===== config.mk =====
export PLATFORM = sky130hd
export DESIGN_NAME = dbg_trig_fire
export DESIGN_NICKNAME = d
export VERILOG_FILES = /design/src/rtl/dbg_trig_pkg.sv /design/src/rtl/trig_slot.sv /design/src/rtl/trig_pair.sv /design/src/rtl/dbg_trig_fire.sv
export SDC_FILE = /design/constraint.sdc
export NUM_CORES = 1
export LEC_CHECK = 0
export ABC_CLOCK_PERIOD_IN_PS = 6600
export BUFFER_PORTS_ARGS = -buffer_cell sky130_fd_sc_hd__buf_4
export CORE_MARGIN = 8
export CORE_UTILIZATION = 45
export DETAILED_ROUTE_END_ITERATION = 6
export GPL_ROUTABILITY_DRIVEN = 0
export GPL_TIMING_DRIVEN = 1
export PLACE_DENSITY_LB_ADDON = 0.05
export SLEW_MARGIN = 15
export SYNTH_ARGS = -nofsm -noshare
export SYNTH_HDL_FRONTEND = slang
export SYNTH_SLANG_ARGS = --single-unit

===== constraint.sdc =====
create_clock -name clk -period 6.6 [get_ports clk]
set_clock_uncertainty 0.15 [all_clocks]
set_input_delay 0.33 -clock clk [delete_from_list [all_inputs] [get_ports clk]]
set_output_delay 0.33 -clock clk [all_outputs]
set_load 0.02 [all_outputs]

===== src/rtl/dbg_trig_pkg.sv =====
package dbg_trig_pkg;

    typedef enum logic [1:0] {
        SRC_FETCH = 2'd0,
        SRC_LOAD  = 2'd1,
        SRC_STORE = 2'd2
    } src_e;

    typedef enum logic [1:0] {
        CMP_EQ    = 2'd0,
        CMP_RANGE = 2'd1,
        CMP_GE    = 2'd2,
        CMP_LT    = 2'd3
    } cmp_e;

    // Fixed kind of each pair member; the pattern repeats every five pairs.
    function automatic src_e pair_src(input int pair, input bit upper);
        case (pair % 5)
            0:       return SRC_FETCH;
            1:       return SRC_STORE;
            2:       return SRC_LOAD;
            3:       return upper ? SRC_STORE : SRC_FETCH;
            default: return upper ? SRC_LOAD : SRC_FETCH;
        endcase
    endfunction

    // Only the even member of a pair that is not store/store keeps a link bit.
    function automatic bit link_kept(input int trig);
        return ((trig % 2) == 0) && (((trig / 2) % 5) != 1);
    endfunction

endpackage


===== src/rtl/trig_slot.sv =====
module trig_slot
    import dbg_trig_pkg::*;
#(
    parameter int   ID      = 0,
    parameter int   ADDR_W  = 32,
    parameter int   IDX_W   = 4,
    parameter src_e KIND    = SRC_FETCH,
    parameter bit   LINK_OK = 1'b0
) (
    input  logic              clk,
    input  logic              rst_n,
    input  logic              we,
    input  logic [IDX_W-1:0]  idx,
    input  logic              en,
    input  logic [1:0]        mode,
    input  logic [ADDR_W-1:0] value,
    input  logic              timing,
    input  logic              chain,
    input  logic [ADDR_W-1:0] ret_pc,
    input  logic [ADDR_W-1:0] ret_maddr,
    input  logic              ret_load,
    input  logic              ret_store,
    output logic              hit,
    output logic              tim,
    output logic              lnk
);

    typedef struct packed {
        logic              en;
        logic [1:0]        mode;
        logic [ADDR_W-1:0] val;
        logic              tim;
        logic              lnk;
    } slot_cfg_t;

    slot_cfg_t cfg_d, cfg_q;
    logic [ADDR_W-1:0] addr, dontcare;
    logic kind_ok, cmp_ok;
    logic sel;

    assign sel = we && (idx == IDX_W'(ID));

    always_comb begin
        cfg_d = cfg_q;
        if (sel) begin
            cfg_d.en   = en;
            cfg_d.mode = mode;
            cfg_d.val  = value;
            cfg_d.tim  = timing;
            cfg_d.lnk  = LINK_OK ? chain : 1'b0;
        end
    end

    always_ff @(posedge clk or negedge rst_n) begin
        if (!rst_n) cfg_q <= '0;
        else        cfg_q <= cfg_d;
    end

    always_comb begin
        addr     = (KIND == SRC_FETCH) ? ret_pc : ret_maddr;
        kind_ok  = (KIND == SRC_FETCH) ? 1'b1 :
                   (KIND == SRC_LOAD)  ? ret_load : ret_store;
        dontcare = cfg_q.val ^ (cfg_q.val + 1'b1);
        case (cmp_e'(cfg_q.mode))
            CMP_EQ:    cmp_ok = (addr == cfg_q.val);
            CMP_RANGE: cmp_ok = ((addr ^ cfg_q.val) & ~dontcare) == '0;
            CMP_GE:    cmp_ok = (addr >= cfg_q.val);
            default:   cmp_ok = (addr <  cfg_q.val);
        endcase
        hit = cfg_q.en && kind_ok && cmp_ok;
    end

    assign tim = cfg_q.tim;
    assign lnk = cfg_q.lnk;

    // settings only move on a write addressed to this trigger
    assert_cfg_hold_R11: assert property (@(posedge clk) disable iff (!rst_n)
        !sel |=> ($stable(tim) && $stable(lnk)));

endmodule


===== src/rtl/trig_pair.sv =====
module trig_pair (
    input  logic clk,
    input  logic rst_n,
    input  logic hit_a,
    input  logic hit_b,
    input  logic tim_a,
    input  logic tim_b,
    input  logic linked,
    output logic fire_a,
    output logic fire_b
);

    logic both;

    always_comb begin
        both = hit_a && hit_b && (tim_a == tim_b);
        if (linked) begin
            fire_a = both;
            fire_b = both;
        end else begin
            fire_a = hit_a;
            fire_b = hit_b;
        end
    end

    // a linked pair fires as a unit and only with both members matching
    assert_link_unit_R5: assert property (@(posedge clk) disable iff (!rst_n)
        linked |-> ((fire_a == fire_b) && (!fire_a || (hit_a && hit_b))));

    // differing timing inside a linked pair blocks the pair
    assert_link_timing_R6: assert property (@(posedge clk) disable iff (!rst_n)
        (linked && (tim_a != tim_b)) |-> (!fire_a && !fire_b));

endmodule


===== src/rtl/dbg_trig_fire.sv =====
module dbg_trig_fire
    import dbg_trig_pkg::*;
#(
    parameter int NUM_PAIRS = 5,
    parameter int ADDR_W    = 32
) (
    input  logic                             clk,
    input  logic                             rst_n,
    input  logic                             cfg_we,
    input  logic [$clog2(2*NUM_PAIRS)-1:0]   cfg_idx,
    input  logic                             cfg_en,
    input  logic [1:0]                       cfg_mode,
    input  logic [ADDR_W-1:0]                cfg_value,
    input  logic                             cfg_timing,
    input  logic                             cfg_chain,
    input  logic                             ret_valid,
    input  logic [ADDR_W-1:0]                ret_pc,
    input  logic [ADDR_W-1:0]                ret_maddr,
    input  logic                             ret_load,
    input  logic                             ret_store,
    input  logic                             flush,
    output logic                             fire_now,
    output logic                             fire_next,
    output logic [$clog2(2*NUM_PAIRS)-1:0]   fire_idx
);

    localparam int NUM_TRIG = 2 * NUM_PAIRS;
    localparam int IDX_W    = $clog2(NUM_TRIG);

    typedef struct packed {
        logic             pend;
        logic [IDX_W-1:0] pend_idx;
    } defer_t;

    logic [NUM_TRIG-1:0] hit, tim, lnk, fire;

    genvar p;
    generate
        for (p = 0; p < NUM_PAIRS; p++) begin : g_pair
            for (genvar m = 0; m < 2; m++) begin : g_slot
                trig_slot #(
                    .ID(2*p + m), .ADDR_W(ADDR_W), .IDX_W(IDX_W),
                    .KIND(pair_src(p, m != 0)), .LINK_OK(link_kept(2*p + m))
                ) u_slot (
                    .clk(clk), .rst_n(rst_n),
                    .we(cfg_we), .idx(cfg_idx), .en(cfg_en), .mode(cfg_mode),
                    .value(cfg_value), .timing(cfg_timing), .chain(cfg_chain),
                    .ret_pc(ret_pc), .ret_maddr(ret_maddr),
                    .ret_load(ret_load), .ret_store(ret_store),
                    .hit(hit[2*p+m]), .tim(tim[2*p+m]), .lnk(lnk[2*p+m])
                );
            end

            trig_pair u_pair (
                .clk(clk), .rst_n(rst_n),
                .hit_a(hit[2*p]), .hit_b(hit[2*p+1]),
                .tim_a(tim[2*p]), .tim_b(tim[2*p+1]),
                .linked(lnk[2*p] | lnk[2*p+1]),
                .fire_a(fire[2*p]), .fire_b(fire[2*p+1])
            );

            if ((p % 5) == 1) begin : g_store_pair
                // store/store members always act on their own match
                assert_store_free_R7: assert property (@(posedge clk) disable iff (!rst_n)
                    (fire[2*p] == hit[2*p]) && (fire[2*p+1] == hit[2*p+1]));
            end
        end
    endgenerate

    defer_t st_d, st_q;
    logic             now_any, later_any;
    logic [IDX_W-1:0] now_idx, later_idx;

    always_comb begin
        now_any   = 1'b0;
        later_any = 1'b0;
        now_idx   = '0;
        later_idx = '0;
        for (int i = NUM_TRIG - 1; i >= 0; i--) begin
            if (ret_valid && fire[i] && !tim[i]) begin
                now_any = 1'b1;
                now_idx = IDX_W'(i);
            end
            if (ret_valid && fire[i] && tim[i]) begin
                later_any = 1'b1;
                later_idx = IDX_W'(i);
            end
        end

        fire_now  = now_any;
        fire_next = ret_valid && st_q.pend && !now_any;
        if (now_any)        fire_idx = now_idx;
        else if (fire_next) fire_idx = st_q.pend_idx;
        else                fire_idx = '0;

        st_d = st_q;
        if (ret_valid) st_d.pend = 1'b0;
        if (later_any) begin
            st_d.pend     = 1'b1;
            st_d.pend_idx = later_idx;
        end
        if (flush) st_d.pend = 1'b0;
    end

    always_ff @(posedge clk or negedge rst_n) begin
        if (!rst_n) st_q <= '0;
        else        st_q <= st_d;
    end

    // at most one kind of trap reported per instruction
    assert_one_kind_R12: assert property (@(posedge clk) disable iff (!rst_n)
        !(fire_now && fire_next));

    // the reported index names an existing trigger
    assert_idx_range_R12: assert property (@(posedge clk) disable iff (!rst_n)
        fire_idx < IDX_W'(NUM_TRIG));

    // immediate traps only accompany a retiring instruction
    assert_now_valid_R8: assert property (@(posedge clk) disable iff (!rst_n)
        fire_now |-> ret_valid);

    // a deferred trap is delivered once
    assert_next_once_R9: assert property (@(posedge clk) disable iff (!rst_n)
        (fire_next && !later_any) |=> !fire_next);

    // a flush leaves nothing to deliver
    assert_flush_drop_R10: assert property (@(posedge clk) disable iff (!rst_n)
        flush |=> !fire_next);

endmodule


# --- Yosys cells after proc, flatten, opt, wreduce, memory -nomap -nowiden ---
# Index checks and enable logic that the tools add are counted.
word_totals:
  ram_bits: 0
  regBits: 369
  memories: 0
  romBits: 0
  latchBits: 0
  inputBits: 112
  wordCells: 321
op_classes:
  n_reduce_logical: 99
  n_eq_ne: 43
  add_sub_neg: 10
  div_mod_pow: 0
  n_mux: 63
  bitwise: 40
  multipliers: 0
  n_shift: 0
  n_lt_le_gt_ge: 20
op_table:
  columns: ["op", "count"]
  rows:
  - ["$xor 32x32->32", 20]
  - ["$add 32x1->32 const B", 10]
  - ["$and 32x32->32", 10]
  - ["$eq 32x32->1", 10]
  - ["$ge 32x32->1", 10]
  - ["$logic_not 32->1", 10]
  - ["$lt 32x32->1", 10]
  - ["$not 32->32", 10]
  - ["$mux 4", 22]
  - ["$logic_and 1x1->1", 66]
  - ["$mux 1", 30]
  - ["$pmux 1 s3", 10]
  - ["$eq 2x1->1 const B", 10]
  - ["$eq 2x2->1 const B", 10]
  - ["$logic_not 2->1", 10]
  - ["$eq 4x3->1 const B", 4]
  - ["$logic_not 1->1", 11]
  - ["$eq 4x2->1 const B", 2]
  - ["$eq 4x4->1 const B", 2]
  - ["$mux 5", 1]
  - ["$eq 1x1->1", 4]
  - ["$eq 4x1->1 const B", 1]
  - ["$logic_not 4->1", 1]
  - ["$reduce_bool 3->1", 1]

# --- Logic depth before layout (Yosys ltp) ---
# Gate-level depths: netlist of the first run.
depth:
  word_depth: 26
  ltp_mapped: 14
  depth_no_buf: 13

# --- Cells and area by module ---
# A second synthesis of the first run with hierarchy kept.
unflattened:
  cells_unflattened: 3074
  area_unflattened_um2: 26830.7
by_module_without_submodules:
  columns: ["mod", "cells_each", "n_inst", "area_each_um2"]
  rows:
  - ["trig_slot at g_pair[2].g_slot[1].u_slot ...", 306, 2, 2577.5]
  - ["trig_slot at g_pair[0].g_slot[1].u_slot", 304, 1, 2648.8]
  - ["trig_slot at g_pair[3].g_slot[1].u_slot", 271, 1, 2640.0]
  - ["trig_slot at g_pair[1].g_slot[1].u_slot", 271, 1, 2637.5]
  - ["trig_slot at g_pair[2].g_slot[0].u_slot", 306, 1, 2636.3]
  - ["trig_slot at g_pair[0].g_slot[0].u_slot", 296, 1, 2580.0]
  - ["trig_slot at g_pair[1].g_slot[0].u_slot", 306, 1, 2578.7]
  - ["trig_slot at g_pair[3].g_slot[0].u_slot", 295, 1, 2576.2]
  - ["trig_slot at g_pair[4].g_slot[0].u_slot", 295, 1, 2571.2]
  - ["dbg_trig_fire", 88, 1, 644.4]
  - ["trig_pair", 6, 5, 32.5]

# --- Least setup slack after synthesis of the first run ---
# OpenSTA, ideal clock, no wires.
synth_timing:
  path_type: "reg-to-output"
  from: "register g_pair[4].g_slot[0].u_slot.cfg_q[3] (netlist name)"
  to: "output fire_idx[0]"
  path_slack_ns: 2.351
  n_path_buf: 0
  t_arrival_ns: 3.769
  stages_incl_launch_ff: 13
  path_cell_list: "dfrtp_1 ha_1 and4_1 nor4b_2 a22oi_1 or4_1 or4_1 o41ai_2 o21ai_1 a211oi_2 nor2_1 and4_1 a22o_1"
synth_between:
  elab_chain_len: 26
  elab_cells_between_ends: 43
  cone_classes: "add/sub: 1; order compare: 2; eq/ne: 1; mux: 25; bitwise: 4; reduce/logical: 10"
synth_lines:
  columns: ["element", "line", "source"]
  rows:
  - ["start, declared", "trig_slot.sv:36", "slot_cfg_t cfg_d, cfg_q;"]
  - ["start signal, assigned", "trig_slot.sv:56", "else cfg_q <= cfg_d;"]
  - ["$add 32x1->32", "trig_slot.sv:63", "dontcare = cfg_q.val ^ (cfg_q.val + 1'b1);"]
  - ["$xor 32x32->32", "trig_slot.sv:63", null]
  - ["$not 32->32", "trig_slot.sv:66", "CMP_RANGE: cmp_ok = ((addr ^ cfg_q.val) & ~dontcare) == '0;"]
  - ["$and 32x32->32", "trig_slot.sv:66", null]
  - ["$logic_not 32->1", "trig_slot.sv:66", null]
  - ["$pmux 1 s3 *", "trig_slot.sv:64", "case (cmp_e'(cfg_q.mode))"]
  - ["$logic_and 1x1->1 *", "trig_slot.sv:70", "hit = cfg_q.en && kind_ok && cmp_ok;"]
  - ["$logic_and 1x1->1 (2 in series)", "trig_pair.sv:16", "both = hit_a && hit_b && (tim_a == tim_b);"]
  - ["$mux 1", "trig_pair.sv:17", "if (linked) begin"]
  - ["$logic_and 1x1->1 (2 in series)", "dbg_trig_fire.sv:80", "if (ret_valid && fire[i] && !tim[i]) begin"]
  - ["$mux 1", "dbg_trig_fire.sv:80", null]
  - ["$mux 1 * (9 in series)", "dbg_trig_fire.sv:80", null]
  - ["$logic_not 1->1 *", "dbg_trig_fire.sv:91", "fire_next = ret_valid && st_q.pend && !now_any;"]
  - ["$logic_and 1x1->1 *", "dbg_trig_fire.sv:91", null]
  - ["named net fire_next", "dbg_trig_fire.sv:23", "output logic fire_next,"]
  - ["$mux 4 *", "dbg_trig_fire.sv:93", "else if (fire_next) fire_idx = st_q.pend_idx;"]
  - ["$mux 4 *", "dbg_trig_fire.sv:92", "if (now_any) fire_idx = now_idx;"]
  - ["end, declared", "dbg_trig_fire.sv:24", "output logic [$clog2(2*NUM_PAIRS)-1:0] fire_idx"]
# Mark *: on every way through the listed nets, which the timed path passes. The rest lies on a longest branch.

# --- Worst setup path in the final report of the first run ---
layout_timing:
  from: "register g_pair[4].g_slot[0].u_slot.cfg_q[3] (netlist name)"
  to: "output fire_idx[0]"
layout_between:
  elab_chain_len: 26
  elab_cells_between_ends: 43
  cone_classes: "add/sub: 1; order compare: 2; eq/ne: 1; mux: 25; bitwise: 4; reduce/logical: 10"
layout_lines:
  columns: ["element", "line"]
  rows:
  - ["$add 32x1->32", "trig_slot.sv:63"]
  - ["$xor 32x32->32", "trig_slot.sv:63"]
  - ["$not 32->32", "trig_slot.sv:66"]
  - ["$and 32x32->32", "trig_slot.sv:66"]
  - ["$logic_not 32->1", "trig_slot.sv:66"]
  - ["$pmux 1 s3 *", "trig_slot.sv:64"]
  - ["$logic_and 1x1->1 *", "trig_slot.sv:70"]
  - ["$logic_and 1x1->1 (2 in series)", "trig_pair.sv:16"]
  - ["$mux 1", "trig_pair.sv:17"]
  - ["$logic_and 1x1->1 (2 in series)", "dbg_trig_fire.sv:80"]
  - ["$mux 1 (10 in series)", "dbg_trig_fire.sv:80"]
  - ["$logic_not 1->1", "dbg_trig_fire.sv:91"]
  - ["$logic_and 1x1->1", "dbg_trig_fire.sv:91"]
  - ["$mux 4", "dbg_trig_fire.sv:93"]
  - ["$mux 4 *", "dbg_trig_fire.sv:92"]
# Mark *: on every way between the ends. The rest lies on a longest branch, timed or not.

==> results.sh, run 1 <==
export IMPL_outcome="finished with violations"
export IMPL_violations="DRC"
export IMPL_path_clk_slew_ps=50
export IMPL_htree_levels=2
export IMPL_synth_edff_count=0
export IMPL_setup_tns_ps=0
export IMPL_antenna_left=0
export IMPL_fp_row_count=89
export IMPL_fin_cells=3977
export IMPL_synth_most_common_cell="dfrtp_1"
export IMPL_fp_dieH_microns=261
export IMPL_synth_top_cell_by_area="dfrtp_1"
export IMPL_max_slew_worst_pin_slew_ps=1220
export IMPL_ys_seq_area_frac=0.343
export IMPL_dieArea_sq_um=68000
export IMPL_dr_total_vias=25600
export IMPL_cts_sinks=369
export IMPL_stdcell_area_sq_um=30600
export IMPL_fin_hold_ws_ps=14.6
export IMPL_crit_chain="ha_1, and4_1, nor4b_2, a22oi_1, or4_1, or4_1, o41ai_2, o21ai_1, a211oi_2, nor2_1, and4_1, a22o_1, buf_4"
export IMPL_total_power_mw=9.38
export IMPL_relSlewSlack=0.179
export IMPL_path_delay_family="simple AND/OR/NAND/NOR gates"
export IMPL_cp_arrival_ps=5280
export IMPL_syn_inst=3048
export IMPL_synth_top_cells_by_count="dfrtp_1 (369), inv_1 (341), ha_1 (330)"
export IMPL_routed_wl_microns=110000
export IMPL_start_util=0.456
export IMPL_period_minus_slack_ps=5760
export IMPL_wire_per_inst_microns=27.6
export IMPL_clkLatencyLatePin_ps=600
export IMPL_crit_path_end_kind="output pin"
export IMPL_worstPathRequired_ps=6120
export IMPL_start_kind="flip-flop"
export IMPL_period_share=0.872
export IMPL_grt_use_total=0.317
export IMPL_antenna_found_initial=2
export IMPL_final_util=0.517
export IMPL_synth_flop_cell="dfrtp_1"
export IMPL_worst_path_max_fanout=8
export IMPL_dp_cells=3857
export IMPL_worst_slack_ps=843
export IMPL_clockBufferDepth=3
export IMPL_drive_gt1_frac=0.139
export IMPL_yosysUniqueCellTypes=74
export IMPL_nNetsFinal=3609
export IMPL_vias_per_cell=6.44
export IMPL_pre_cts_ws_ps=1560
export IMPL_root_buffer="clkbuf_16"
export IMPL_slew_violations=0
export IMPL_grt_pass1_vias=25600
export IMPL_dp_hpwl_microns=81800
export IMPL_reg2reg_from="g_pair[4].g_slot[0].u_slot.cfg_q[3]"
export IMPL_rsz0062_at_grt="false"
export IMPL_timing_hold_violations_final=0
export IMPL_yosysTopAreaCellShare=0.343
export IMPL_synth_area_leaders="dfrtp_1 (34%), ha_1 (15%), mux2_2 (8.6%)"
export IMPL_drtPass1Iterations=7
export IMPL_hp_class="primary input to flip-flop"
export IMPL_worst_path_buf_inv=1
export IMPL_grt_overflow=0
export IMPL_cellPowerDensity_nw_per_um2=306
export IMPL_peakVddDrop_mv=0.247
export IMPL_setup_viol=0
export IMPL_post_cts_buffers=0
export IMPL_clock_fmax_mhz=174
export IMPL_drv_cap=0
export IMPL_grt_first_pass_wirelength_microns=161000
export IMPL_area_growth_pct=13.5
export IMPL_yosys_warnings=0
export IMPL_drc_errors=1
export IMPL_core_area_sq_um=59100
export IMPL_postSynthAreaPerCell_sq_um=8.84
export IMPL_synthArstFlopShare=1.00
export IMPL_critPathSlowestCell="o41ai_2"
export IMPL_io_pins=118
export IMPL_placed_area_sq_um=28700
export IMPL_ys_ff_latch=369
export IMPL_path_class="flip-flop to output pin"
export IMPL_cts_tree="built"
export IMPL_port_buffer_count=117
export IMPL_syn_nets=3490
export IMPL_hp_start="cfg_value[22]"
export IMPL_netlist_area_sq_um=27000
export IMPL_critical_path_max_stage_delay_ps=680
export IMPL_startpoint="g_pair[4].g_slot[0].u_slot.cfg_q[3]"
export IMPL_drt_iter0_drc=2380
export IMPL_numCtsBuffers=46
export IMPL_fillCellCount=5419
export IMPL_die_w_microns=261
export IMPL_leakage_nw=13.5
export IMPL_grt_max_degree=154
## layout make-up
cell class	count	area (sq um)	share of cell area
diodes	2	5.00	0.000164
clock inverters	16	185	0.00605
flip-flops and latches	369	9230	0.302
well taps	773	967	0.0316
clock buffers	67	1380	0.0452
multi-input cells	2236	16100	0.527
repair buffers	173	1420	0.0464
inverters	341	1280	0.0418
## layer usage
metal / share of wire / GRT usage
met1: 0.37 / 0.355
met2: 0.48 / 0.546
met3: 0.064 / 0.0430
met4: 0.086 / 0.239
met5: 0 / 0
## cell families (layout without fill, tap and decap cells)
logic type,after synthesis,in the layout,share of synthesized area
multiplexers,205,205,0.0856
other,0,2,0
adder cells (fa/ha/maj),330,330,0.153
flip-flops,369,369,0.343
buffers and inverters,443,597,0.0617
AND/OR/NAND/NOR,946,946,0.181
XOR/XNOR,15,15,0.00487
AO/OA/AOI/OAI,740,740,0.171
## tightest hold or removal path: cells and delay by family
| family | cells | cell delay [ps] |
|---|---|---|
| AO/OA/AOI/OAI | 1 | 70 |
| AND/OR/NAND/NOR | 1 | 90 |
| buffers and inverters | 1 | 210 |
## state kept, by name, summed over array words and instances, names as in the netlist
register / flops
g_pair.g_slot.u_slot.cfg_q: 350
g_pair.g_slot.u_slot.tim: 10
g_pair.g_slot.u_slot.lnk: 4
st_q: 5
## power by group
part	total (mW)	leakage [nW]	internal, mW	switching, mW
logic	3.31	8.24	1.33	1.98
clock network	2.65	0.775	1.60	1.05
registers	3.42	4.48	2.80	0.617
## what timing repair did
action	in CTS	in global routing
gates resized for setup	0	0
endpoints found under the hold margin	261	0
setup endpoints to repair	0	0
hold buffers	35	0
## worst paths after layout
kind	to	slack, ps	cells after the start
worst max-delay path	fire_idx[0]	840	13
worst max register to register	st_q[1]	1730	12
max in group asynchronous	g_pair[3].g_slot[0].u_slot.cfg_q[19]	4760	3
worst min register to register	g_pair[0].g_slot[0].u_slot.cfg_q[33]	360	1
min in group asynchronous	g_pair[3].g_slot[0].u_slot.cfg_q[8]	140	2
worst min-delay path	g_pair[3].g_slot[0].u_slot.cfg_q[24]	10	3
## cells in the final DEF, fill, tap and decap left out, types with 27 or more instances in the layout
| cell | count |
|---|---|
| nand4_1 | 116 |
| nor2_1 | 111 |
| dfrtp_1 | 369 |
| nor3_1 | 75 |
| nor4_1 | 99 |
| nand2_1 | 287 |
| o21ai_0 | 218 |
| a21oi_1 | 192 |
| mux2_2 | 205 |
| nand3_1 | 91 |
| inv_1 | 341 |
| a31oi_1 | 88 |
| clkbuf_16 | 49 |
| a41oi_1 | 45 |
| buf_4 | 135 |
| ha_1 | 330 |
| dlygate4sd3_1 | 35 |
| a21o_1 | 27 |
Power figures use the tool's default switching activity.
==> run 2, diff against run 1 <==
--- a/config.mk
+++ b/config.mk
@@ -12,8 +12,8 @@
 export DETAILED_ROUTE_END_ITERATION = 6
 export GPL_ROUTABILITY_DRIVEN = 0
 export GPL_TIMING_DRIVEN = 1
-export PLACE_DENSITY_LB_ADDON = 0.05
-export SLEW_MARGIN = 15
+export PLACE_DENSITY = 0.6
+export SLEW_MARGIN = 5
 export SYNTH_ARGS = -nofsm -noshare
 export SYNTH_HDL_FRONTEND = slang
 export SYNTH_SLANG_ARGS = --single-unit
==> constraint.sdc (replaced) <==
create_clock -name clk -period 6.6 [get_ports clk]
set_clock_uncertainty 0.15 [all_clocks]
set_input_delay 0.33 -clock clk [delete_from_list [all_inputs] [get_ports clk]]
set_output_delay 0.33 -clock clk [all_outputs]
set_load 0.005 [all_outputs]
==> run 2 against run 1 <==
Compared with the run above:
- the flow still finishes with violations (DRC)
- non-clock buffer count is 2 higher
- flip-flop and latch count stayed put
- via count is 0.24% lower
- final area is 0.31% lower
- final cell count hardly changed
- hold slack better by 17 ps
- sequential power hardly changed
- sequential share of layout area is 0.095 points higher
- critical path depth is 1 higher
- die area stayed put
==> results.sh, run 2 (synthesis results as in run 1) <==
export IMPL_worstPathRequired_ps=6120
export IMPL_pre_cts_ws_ps=1410
export IMPL_nNetsFinal=3609
export IMPL_io_pins=118
export IMPL_dp_hpwl_microns=78300
export IMPL_layout_commonest_cell="dfrtp_1"
export IMPL_rsz0062_at_grt="false"
export IMPL_final_util=0.516
export IMPL_crit_path_end_kind="output pin"
export IMPL_grt_pass1_vias=26000
export IMPL_port_buffer_count=117
export IMPL_drc_errors=3
export IMPL_worst_slack_ps=798
export IMPL_root_buffer="clkbuf_16"
export IMPL_clockBufferDepth=3
export IMPL_fp_row_count=89
export IMPL_violations="DRC"
export IMPL_fin_cells=3975
export IMPL_path_class="flip-flop to output pin"
export IMPL_drive_gt1_frac=0.138
export IMPL_dp_cells=3859
export IMPL_drt_iter0_drc=2259
export IMPL_dr_total_vias=25600
export IMPL_antenna_left=0
export IMPL_clock_fmax_mhz=172
export IMPL_start_util=0.456
export IMPL_wire_per_inst_microns=26.4
export IMPL_area_growth_pct=13.1
export IMPL_leakage_nw=13.4
export IMPL_fp_dieH_microns=261
export IMPL_relSlewSlack=0.118
export IMPL_dieArea_sq_um=68000
export IMPL_cp_arrival_ps=5320
export IMPL_grt_use_total=0.306
export IMPL_numCtsBuffers=44
export IMPL_core_area_sq_um=59100
export IMPL_drtPass1Iterations=7
export IMPL_total_power_mw=9.21
export IMPL_post_cts_buffers=0
export IMPL_slew_violations=0
export IMPL_htree_levels=2
export IMPL_routed_wl_microns=105000
export IMPL_cts_sinks=369
export IMPL_period_minus_slack_ps=5800
export IMPL_period_share=0.879
export IMPL_setup_viol=0
export IMPL_mostFrequentLayoutCells="dfrtp_1 (369), inv_1 (341), ha_1 (330)"
export IMPL_timing_hold_violations_final=0
export IMPL_hold_buffers=35
export IMPL_antenna_found_initial=4
export IMPL_grt_overflow=0
export IMPL_worst_path_max_fanout=5
export IMPL_max_slew_worst_pin_slew_ps=1310
export IMPL_hp_class="primary input to flip-flop"
export IMPL_peakVddDrop_mv=0.213
export IMPL_start_kind="flip-flop"
export IMPL_outcome="finished with violations"
export IMPL_top_register="g_pair.g_slot.u_slot.cfg_q"
export IMPL_clkLatencyLatePin_ps=600
export IMPL_largest_reg_flops=350
export IMPL_grt_max_degree=161
export IMPL_cts_tree="built"
export IMPL_drv_cap=0
export IMPL_post_cts_resized=0
export IMPL_vias_per_cell=6.43
export IMPL_die_w_microns=261
export IMPL_grt_first_pass_wirelength_microns=157000
export IMPL_path_clk_slew_ps=60
export IMPL_cellPowerDensity_nw_per_um2=302
export IMPL_setup_tns_ps=0
==> run 2: stage by stage <==
stage	hold slack [ps]	instance area (sq um)
2_1_floorplan	-116	27000
4_1_cts	6.99	30500
3_5_place_dp	125	28700
6_report	31.3	30500
5_1_grt	29.6	30500
3_3_place_gp	120	28700
==> run 2: path summary, 6_finish.rpt <==
| check | from | endpoint | slack [ps] | cells past startpoint |
|---|---|---|---|---|
| worst min-delay path | cfg_value[21] | g_pair[2].g_slot[1].u_slot.cfg_q[23] | 30 | 3 |
| worst max-delay path | g_pair[2].g_slot[1].u_slot.cfg_q[27] | fire_idx[0] | 800 | 14 |
| min in group asynchronous | rst_n | g_pair[3].g_slot[0].u_slot.cfg_q[7] | 90 | 2 |
| worst min register to register | g_pair[1].g_slot[0].u_slot.cfg_q[36] | g_pair[1].g_slot[0].u_slot.cfg_q[36] | 360 | 1 |
| worst max register to register | g_pair[4].g_slot[0].u_slot.cfg_q[3] | st_q[1] | 1670 | 12 |
| max in group asynchronous | rst_n | g_pair[1].g_slot[1].u_slot.cfg_q[21] | 4840 | 3 |
==> run 2: worst max-delay path, stage by stage, from the launching register on <==
cell	delay, ps
dfrtp_1	360
inv_1	100
ha_1	350
and4_1	230
nand3_1	120
nor4_1	880
nor3b_1	560
a2111o_1	190
o211ai_1	80
o21ai_1	560
o21ai_0	310
nor4_1	450
and4_1	270
a22o_1	140
buf_4	110
==> run 2: metal layers <==
| metal | vias up | global-route usage | part of all wire |
|---|---|---|---|
| li1 | 11600 | - | - |
| met1 | 12400 | 0.345 | 0.37 |
| met2 | 1254 | 0.527 | 0.48 |
| met3 | 372 | 0.0569 | 0.078 |
| met4 | 0 | 0.198 | 0.073 |
| met5 | - | 0 | 0 |
==> run 2: final cells by class <==
type                            count  area, sq um
Sequential cell                   369         9230
Clock buffer                       55         1210
Multi-Input combinational cell   2236        16100
Antenna cell                        3         7.51
Inverter                          341         1280
Fill cell                        5467        28600
Clock inverter                     23          263
Timing Repair Buffer              175         1430
Tap cell                          773          967
==> run 2: report_power, final <==
group          internal, mW  switching [mW]  total [mW]
clock network          1.50            1.07        2.57
logic                  1.32            1.91        3.24
registers              2.80           0.604        3.41
